File: src/rtl/postinc_pkg.sv
package postinc_pkg;
  typedef enum logic [1:0] {SZ_B = 2'd0, SZ_H = 2'd1, SZ_W = 2'd2, SZ_D = 2'd3} acc_size_e;
  typedef enum logic [1:0] {PH_IDLE = 2'd0, PH_REQ = 2'd1, PH_WAIT = 2'd2} phase_e;
  localparam int DISP_W = 16;
  localparam int REG_IDX_W = 5;
endpackage

File: src/rtl/pinc_addr.sv
module pinc_addr
  import postinc_pkg::*;
#(
  parameter int XLEN = 64
) (
  input  logic [XLEN-1:0]   base,
  input  logic [XLEN-1:0]   index,
  input  logic [DISP_W-1:0] disp,
  input  acc_size_e         size,
  input  logic              indexed,
  input  logic              post,
  output logic [XLEN-1:0]   ea,
  output logic [XLEN-1:0]   upd
);
  localparam int EXT_W = XLEN - DISP_W;

  logic [DISP_W-1:0] field;
  logic [XLEN-1:0]   offset;
  logic [XLEN-1:0]   sum;

  // 8-byte immediate form: word-scaled displacement
  always_comb begin
    if (size == SZ_D) field = {disp[DISP_W-3:0], 2'b00};
    else              field = disp;
  end

  assign offset = indexed ? index : {{EXT_W{field[DISP_W-1]}}, field};
  assign sum    = base + offset;
  assign ea     = post ? base : sum;
  assign upd    = sum;
endmodule

File: src/rtl/pinc_stfmt.sv
module pinc_stfmt
  import postinc_pkg::*;
#(
  parameter int XLEN = 64
) (
  input  logic [XLEN-1:0] sdata,
  input  acc_size_e       size,
  output logic [XLEN-1:0] wdata
);
  localparam int LANES = XLEN / 8;

  for (genvar i = 0; i < LANES; i++) begin : g_lane
    localparam int NEED = (i == 0) ? 0 : $clog2(i + 1);
    logic keep;
    assign keep = ({30'd0, size} >= 32'(NEED));
    assign wdata[8*i +: 8] = keep ? sdata[8*i +: 8] : 8'h00;
  end
endmodule

File: src/rtl/pinc_ldfmt.sv
module pinc_ldfmt
  import postinc_pkg::*;
#(
  parameter int XLEN = 64
) (
  input  logic [XLEN-1:0] raw,
  input  acc_size_e       size,
  input  logic            sgn,
  output logic [XLEN-1:0] res
);
  logic [XLEN-1:0] ext [2];

  // halfword (g=0) and word (g=1) extension paths
  for (genvar g = 0; g < 2; g++) begin : g_ext
    localparam int W = 16 << g;
    assign ext[g] = {{(XLEN-W){sgn & raw[W-1]}}, raw[W-1:0]};
  end

  always_comb begin
    unique case (size)
      SZ_B:    res = {{(XLEN-8){1'b0}}, raw[7:0]};
      SZ_H:    res = ext[0];
      SZ_W:    res = ext[1];
      default: res = raw;
    endcase
  end
endmodule

File: src/rtl/postinc_lsu.sv
module postinc_lsu
  import postinc_pkg::*;
#(
  parameter int XLEN = 64
) (
  input  logic                 clk,
  input  logic                 rst_n,
  input  logic                 op_valid,
  output logic                 op_ready,
  input  logic [1:0]           op_size,
  input  logic                 op_store,
  input  logic                 op_signed,
  input  logic                 op_indexed,
  input  logic                 op_post,
  input  logic [4:0]           op_base_idx,
  input  logic [4:0]           op_tgt_idx,
  input  logic [XLEN-1:0]      op_base,
  input  logic [XLEN-1:0]      op_index,
  input  logic [15:0]          op_disp,
  input  logic [XLEN-1:0]      op_sdata,
  output logic                 mreq_valid,
  input  logic                 mreq_ready,
  output logic [XLEN-1:0]      mreq_addr,
  output logic                 mreq_we,
  output logic [1:0]           mreq_size,
  output logic [XLEN-1:0]      mreq_wdata,
  input  logic                 mresp_valid,
  input  logic [XLEN-1:0]      mresp_data,
  output logic                 wb_rt_en,
  output logic [4:0]           wb_rt_idx,
  output logic [XLEN-1:0]      wb_rt_data,
  output logic                 wb_ra_en,
  output logic [4:0]           wb_ra_idx,
  output logic [XLEN-1:0]      wb_ra_data,
  output logic                 illegal
);
  phase_e                 phase_q;
  acc_size_e              in_size, sz_q;
  logic [XLEN-1:0]        ea_d, upd_d, wdata_d, ld_res;
  logic [XLEN-1:0]        addr_q, upd_q, wdata_q;
  logic                   we_q, sgn_q;
  logic [REG_IDX_W-1:0]   rt_q, ra_q;
  logic                   accept, refuse;

  assign in_size = acc_size_e'(op_size);

  pinc_addr #(.XLEN(XLEN)) u_addr (
    .base(op_base), .index(op_index), .disp(op_disp), .size(in_size),
    .indexed(op_indexed), .post(op_post), .ea(ea_d), .upd(upd_d)
  );

  pinc_stfmt #(.XLEN(XLEN)) u_st (
    .sdata(op_sdata), .size(in_size), .wdata(wdata_d)
  );

  pinc_ldfmt #(.XLEN(XLEN)) u_ld (
    .raw(mresp_data), .size(sz_q), .sgn(sgn_q), .res(ld_res)
  );

  assign op_ready = (phase_q == PH_IDLE);
  assign accept   = op_valid && op_ready;
  assign refuse   = (op_base_idx == '0) || (!op_store && (op_base_idx == op_tgt_idx));

  always_ff @(posedge clk) begin
    if (!rst_n) begin
      phase_q    <= PH_IDLE;
      sz_q       <= SZ_B;
      addr_q     <= '0;
      upd_q      <= '0;
      wdata_q    <= '0;
      we_q       <= 1'b0;
      sgn_q      <= 1'b0;
      rt_q       <= '0;
      ra_q       <= '0;
      wb_rt_en   <= 1'b0;
      wb_ra_en   <= 1'b0;
      wb_rt_data <= '0;
      wb_ra_data <= '0;
      illegal    <= 1'b0;
    end else begin
      wb_rt_en <= 1'b0;
      wb_ra_en <= 1'b0;
      illegal  <= 1'b0;
      unique case (phase_q)
        PH_IDLE: begin
          if (accept) begin
            if (refuse) begin
              illegal <= 1'b1;
            end else begin
              phase_q <= PH_REQ;
              sz_q    <= in_size;
              addr_q  <= ea_d;
              upd_q   <= upd_d;
              wdata_q <= wdata_d;
              we_q    <= op_store;
              sgn_q   <= op_signed;
              rt_q    <= op_tgt_idx;
              ra_q    <= op_base_idx;
            end
          end
        end
        PH_REQ: begin
          if (mreq_ready) phase_q <= PH_WAIT;
        end
        PH_WAIT: begin
          if (mresp_valid) begin
            phase_q    <= PH_IDLE;
            wb_ra_en   <= 1'b1;
            wb_ra_data <= upd_q;
            wb_rt_en   <= !we_q;
            wb_rt_data <= ld_res;
          end
        end
        default: phase_q <= PH_IDLE;
      endcase
    end
  end

  assign mreq_valid = (phase_q == PH_REQ);
  assign mreq_addr  = addr_q;
  assign mreq_we    = we_q;
  assign mreq_size  = sz_q;
  assign mreq_wdata = wdata_q;
  assign wb_rt_idx  = rt_q;
  assign wb_ra_idx  = ra_q;

  AST_REQ_HOLD: assert property (@(posedge clk) disable iff (!rst_n)
    mreq_valid && !mreq_ready |=> mreq_valid && $stable(mreq_addr));
  AST_BUSY_NOT_READY: assert property (@(posedge clk) disable iff (!rst_n)
    mreq_valid |-> !op_ready);
  AST_WB_PAIR: assert property (@(posedge clk) disable iff (!rst_n)
    wb_rt_en |-> wb_ra_en);
  AST_WB_IDLE: assert property (@(posedge clk) disable iff (!rst_n)
    wb_ra_en |-> op_ready && !mreq_valid);
  AST_REFUSE_QUIET: assert property (@(posedge clk) disable iff (!rst_n)
    illegal |-> !wb_ra_en && !wb_rt_en && !mreq_valid && op_ready);
endmodule

File: config.mk
export PLATFORM = sky130hd
export DESIGN_NAME = postinc_lsu
export DESIGN_NICKNAME = d
export VERILOG_FILES = /design/src/rtl/postinc_pkg.sv /design/src/rtl/pinc_addr.sv /design/src/rtl/pinc_stfmt.sv /design/src/rtl/pinc_ldfmt.sv /design/src/rtl/postinc_lsu.sv
export SDC_FILE = /design/constraint.sdc
export NUM_CORES = 1
export LEC_CHECK = 0
export BUFFER_PORTS_ARGS = -buffer_cell sky130_fd_sc_hd__buf_2
export CAP_MARGIN = 30
export CORE_MARGIN = 2
export CORE_UTILIZATION = 25
export CTS_BUF_LIST = sky130_fd_sc_hd__clkbuf_4 sky130_fd_sc_hd__clkbuf_8 sky130_fd_sc_hd__clkbuf_16
export CTS_CLUSTER_DIAMETER = 60
export CTS_CLUSTER_SIZE = 8
export DETAILED_ROUTE_END_ITERATION = 10
export GPL_ROUTABILITY_DRIVEN = 0
export HOLD_SLACK_MARGIN = 0.06
export PLACE_DENSITY_LB_ADDON = 0.25
export SKIP_CTS_REPAIR_TIMING = 1
export SYNTH_ARGS = -nofsm -noshare
export SYNTH_HDL_FRONTEND = slang
export SYNTH_SLANG_ARGS = --single-unit
File: constraint.sdc
create_clock -name clk -period 4.4 [get_ports clk]
set_input_delay 0.22 -clock clk [delete_from_list [all_inputs] [get_ports clk]]
set_output_delay 0.22 -clock clk [all_outputs]
set_load 0.02 [all_outputs]
## After elaboration in Yosys (flattened, before gate mapping)

Index checks and enable logic that the tools add are counted.

- $add $sub $neg: 1
- Magnitude comparators: 3
- Equal/unequal tests: 10
- Mux-type cells: 18
- Bitwise gates (word level): 3
- Reduce and logical (&&, ||, !) cells: 14

Operator list:

| operator | number |
|---|---|
| $pmux 64 s3 | 1 |
| $mux 64 | 2 |
| $add 64x64->64 | 1 |
| $mux 8 | 7 |
| $mux 16 | 1 |
| $reduce_and 3->1 | 3 |
| $mux 2 | 4 |
| $eq 2x2->1 const B | 3 |
| $pmux 2 s3 | 1 |
| $eq 5x5->1 | 1 |
| $logic_not 5->1 | 1 |
| $eq 2x1->1 const B | 2 |
| $ge 2x2->1 const B | 2 |
| $logic_not 2->1 | 2 |
| $ne 2x1->1 const B | 2 |
| $ne 2x2->1 const B | 2 |
| $reduce_and 2->1 | 2 |
| $reduce_and 4->1 | 1 |
| $and 1x1->1 | 2 |
| $ge 2x1->1 const B | 1 |
| $logic_and 1x1->1 | 2 |
| $logic_not 1->1 | 2 |
| $mux 1 | 2 |
| $logic_or 1x1->1 | 1 |
| $not 1->1 | 1 |

- Bits in registers: 339
- Input port bits: 293
- Output and inout port bits: 274
- Logic and storage cells: 63

## Longest topological paths before layout

- Depth in word-level cells: 6
- Mapped depth: 18
- Depth with buffers taken out: 16

## Hierarchy

Synthesis repeated with hierarchy kept, for this count alone.

- Cells, all modules: 2,519
- Area total of the unflattened synthesis: 19,735.2 µm²

Modules (own cells, without submodules):

| module | times used | cells each | area each (µm²) | sequential area each (µm²) |
|---|---|---|---|---|
| postinc_lsu | 1 | 1,477 | 13,037.5 | 6,786.5 |
| pinc_addr | 1 | 885 | 5,535.3 | 0.0 |
| pinc_ldfmt | 1 | 83 | 641.9 | 0.0 |
| pinc_stfmt | 1 | 74 | 520.5 | 0.0 |

## Worst setup path after synthesis

OpenSTA, ideal clock, no wires.

- Path kind: input -> register
- Start: input op_size[1]
- End: register addr_q[62] (netlist: mreq_addr[62])
- Setup time: 0.074 ns
- Data arrival time: 3.917 ns
- Required time: 4.326 ns
- Setup slack: 0.409 ns
- Stages on the path: 17
- Buffers on the path: 3
- Cell sequence: clkbuf_1 > and2_1 > clkbuf_1 > clkbuf_1 > mux2i_1 > o21ai_0 > ha_1 > nand2_1 > nor3_1 > o211ai_1 > a31oi_2 > nor4b_4 > nor2_2 > a31oi_4 > nand2_2 > or4_1 > a31oi_1

- Cells in the longest elaborated chain, start to end: 5

Ends and longest elaborated chain:

| item | line | text |
|---|---|---|
| start: declaration | postinc_lsu.sv:10 | `input logic [1:0] op_size,` |
| $eq 2x2->1 | pinc_addr.sv:23 | `if (size == SZ_D) field = {disp[DISP_W-3:0], 2'b00};` |
| $mux 16 | pinc_addr.sv:23 |  |
| $mux 64 | pinc_addr.sv:27 | `assign offset = indexed ? index : {{EXT_W{field[DISP_W-1]}}, field};` |
| $add 64x64->64 | pinc_addr.sv:28 | `assign sum = base + offset;` |
| $mux 64 | pinc_addr.sv:29 | `assign ea = post ? base : sum;` |
| end signal: assignment | postinc_lsu.sv:68 | `addr_q <= '0;` |
| end signal: assignment | postinc_lsu.sv:92 | `addr_q <= ea_d;` |
| end: declaration | postinc_lsu.sv:40 | `logic [XLEN-1:0] addr_q, upd_q, wdata_q;` |

Every way passes these cells.
A chain may end at the register's enable or synchronous reset.

## Worst setup path after layout

- Start: input op_size[0]
- End: register upd_q[59]

- Cells in the longest elaborated chain, start to end: 4

Ends and longest elaborated chain:

| item | line | text |
|---|---|---|
| $eq 2x2->1 | pinc_addr.sv:23 |  |
| $mux 16 | pinc_addr.sv:23 |  |
| $mux 64 | pinc_addr.sv:27 |  |
| $add 64x64->64 | pinc_addr.sv:28 |  |
| end signal: assignment | postinc_lsu.sv:93 | `upd_q <= upd_d;` |
| end: declaration | postinc_lsu.sv:40 |  |

Every way passes these cells.

==> flow_summary.ini <==
[setup_path]
cp.arrival_ns = 4.22
critPathMaxFanout = 26
slowest_stage = a221oi_1
cp-start-kind = primary input
path_class = primary input to flop
path_depth = 16
cp.buffers_inverters = 2
cpMostUsedCell = a21oi_1
r2r_cells = 6
worstPathCellList = buf_2, nand2_1, a211oi_4, buf_12, a21oi_1, ha_1, a21oi_1, o21ai_0, a221oi_1, o21ai_0, o2111a_1, nor3_1, o21ai_1, xnor2_1, nand2_1, a21oi_1
critPathMaxStageDelay_ns = 0.52
cp-end-kind = flop
cp_top_family = compound AO/OA/AOI/OAI gates
cp_data_required_time_ns = 4.93

[min_path]
hold_path_class = primary input to flop
hold_depth = 5

[power_and_ir_drop]
p_clk_share_pct = 41.9
powerDensity_nw_per_um2 = 399
leakagePower_uw = 0.0107
power_switching_uw = 3140
power_frac_seq_pct = 34.6
ir_worst_vdd_v = 0.000245
switching_share_pct = 32.0
combinationalPowerShare_pct = 23.5
p_int_uw = 6660

[global_route]
grt_pass1_wl_um = 106000
overflow = 0
track_usage_pct = 19.3
first_global_vias = 17175
grt_max_degree = 154
antenna_found_initial = 4

[placed_design]
dp.cells = 3616
dpl-instance-area_um2 = 20900
io_buffers = 566
dp_hpwl_um = 53900

[timing]
fin_crit_sh_pct = 83.9
timing.final.max_slew_violations = 0
setup_viol = 0
worstMarginPinSlew_ns = 0.947
relSlewSlack_pct = 36.9
skew_ns = 0.0235
fin_setup_tns_ns = 0
fin_crit_ns = 3.69
fmax_mhz = 271
rsz0062_at_grt = no
final_hold_viol_count = 0

[finish]
stdcell_area_um2 = 24500
nets = 3344
fill_cells = 7359
seqCellArea_um2 = 6790
drive_gt1_share_pct = 23.3
fin_cells = 3886
diodes = 0
area_growth_pct = 42.0
multi_input_area_um2 = 9560

[die]
initial_core_util_pct = 25.2
core_area_um2 = 68500
dieArea_um2 = 71200
rows = 96
io_pins = 567
die-width_um = 267
fp.dieH_um = 267

[route]
vias = 19077
drcViolationCount = 0
vias_per_cell = 4.91
wl_um = 74600
drt_first_pass_iters = 5
wl_per_cell_um = 19.2
drtAntennaViolNets = 0
first_iter_violations = 1297

[run]
cap_violations = 0

[synth]
synth_seq_area_share_pct = 39.3
syn_inst = 2315
synth_warnings = 0
synth_area_um2 = 17300
synth_area_leaders = dfxtp_1 39%, a21oi_1 12%, nand2_1 10%, ha_1 4.6%, o21ai_0 4.4%
synth_fp_nets = 2673
synth.distinct_cells = 74
synth_top_area_share_pct = 39.3
synth_edf_count = 0
synth_seq_cells = 339
async_reset_ff_share_pct = 0
avgSynthCellArea_um2 = 7.46
ys.flop_type = dfxtp_1
synth_largest_area_cell = dfxtp_1

[cts]
htreeDepth = 2
root_buffer = clkbuf_16
clk_path_buf_depth = 3
clock_latency_ns = 0.62
clkTransAtPathRegs_ns = 0.05
cts_tree = built
clkSinkCount = 339
cts_buffers = 55

[outcome]
status = finished clean
[routing by layer]
metal | up-vias | global-route usage, % | part of all wire, %
met5 | - | 0 | 0.046
met2 | 541 | 30.5 | 47
li1 | 9346 | - | -
met1 | 9050 | 26.0 | 45
met4 | 6 | 8.15 | 3.4
met3 | 134 | 3.07 | 4.7
[state kept, by name, indices dropped and copies added (netlist names), 2 cells and up]
| name | count |
|---|---|
| phase_q | 2 |
| mreq_addr | 64 |
| wb_rt_idx | 5 |
| upd_q | 64 |
| wb_ra_data | 64 |
| wb_rt_data | 64 |
| mreq_size | 2 |
| mreq_wdata | 64 |
| wb_ra_idx | 5 |
[cell families (layout without fill, tap and decap cells)]
group / count (synthesis) / in the layout / synth area share [%]
AND/OR/NAND/NOR: 803 / 803 / 19.9
AO/OA/AOI/OAI: 752 / 752 / 25.0
flip-flops: 339 / 339 / 39.3
buffers and inverters: 252 / 941 / 5.55
adder cells (fa/ha/maj): 65 / 65 / 4.75
XOR/XNOR: 63 / 63 / 3.19
multiplexers: 41 / 41 / 2.38
[metrics by stage]
step / hold slack, ns / power (uW) / setup slack [ns] / utilization (%)
after floorplan: 0.346 / 4810 / 0.409 / -
after global placement: 0.437 / 5600 / 0.271 / 30.5
after detailed placement: 0.442 / 5590 / 0.231 / 30.5
after CTS: -0.206 / 9750 / 0.875 / 32.9
after global routing: 0.0665 / 10300 / 0.498 / 35.8
final: 0.0250 / 9800 / 0.709 / 35.8
[final cells by class]
cell class | count | share of cell area [%]
timing repair buffer | 792 | 20.8
tap | 882 | 4.50
clock buffer | 61 | 5.82
inverter | 74 | 1.16
sequential | 339 | 27.7
multi-input combinational | 1724 | 39.0
clock inverter | 14 | 1.03
[synth_stat cells, types with 11 or more instances]
| library cell | count |
|---|---|
| a31oi_1 | 16 |
| o21a_1 | 11 |
| inv_1 | 73 |
| dfxtp_1 | 339 |
| buf_1 | 13 |
| clkbuf_1 | 155 |
| nand3_1 | 96 |
| o211ai_1 | 21 |
| mux2i_1 | 41 |
| nand2_1 | 463 |
| a21oi_1 | 415 |
| o21ai_0 | 152 |
| ha_1 | 64 |
| xnor2_1 | 39 |
| nand4_1 | 20 |
| xor2_1 | 24 |
| o21bai_1 | 14 |
| a211oi_1 | 33 |
| a21o_1 | 23 |
| nor3_1 | 25 |
| nor2_1 | 136 |
[worst min-delay path, delay by kind of cell]
| family | cells | cell delay [ns] |
|---|---|---|
| AOI/OAI and AO/OA | 3 | 0.19 |
| buffers and inverters | 1 | 0.11 |
| and+or+nand+nor | 1 | 0.08 |
[final timing paths]
path              slack (ns)                          end                   startpoint
hold reg to reg         0.44  mreq_wdata[22]$_SDFFE_PN0P_  mreq_wdata[22]$_SDFFE_PN0P_
setup / recovery        0.71       upd_q[59]$_SDFFE_PN0P_                   op_size[0]
setup reg to reg        1.35  wb_rt_data[15]$_SDFFE_PN0P_      phase_q[0]$_SDFFE_PN0P_
hold / removal          0.03   mreq_addr[33]$_SDFFE_PN0P_                  op_base[33]
[cells in the final DEF, fill, tap and decap left out, types with 55 or more instances in the layout]
master         count
dfxtp_1          339
inv_1             73
nor2_1           136
o21ai_0          152
ha_1              64
nand3_1           95
a21oi_1          415
clkbuf_16         55
nand2_1          463
buf_2            564
dlygate4sd3_1    194
[power groups by stage]
| stage | logic [uW] | registers [uW] | clock network [uW] |
|---|---|---|---|
| final | 2300 | 3390 | 4110 |
| after global routing | 2520 | 3410 | 4330 |
| after CTS | 2150 | 3390 | 4210 |
| after detailed placement | 2140 | 3450 | 0 |
| after global placement | 2150 | 3450 | 0 |
| after floorplan | 1260 | 3550 | 0 |
(Power assumes the default switching activity.)
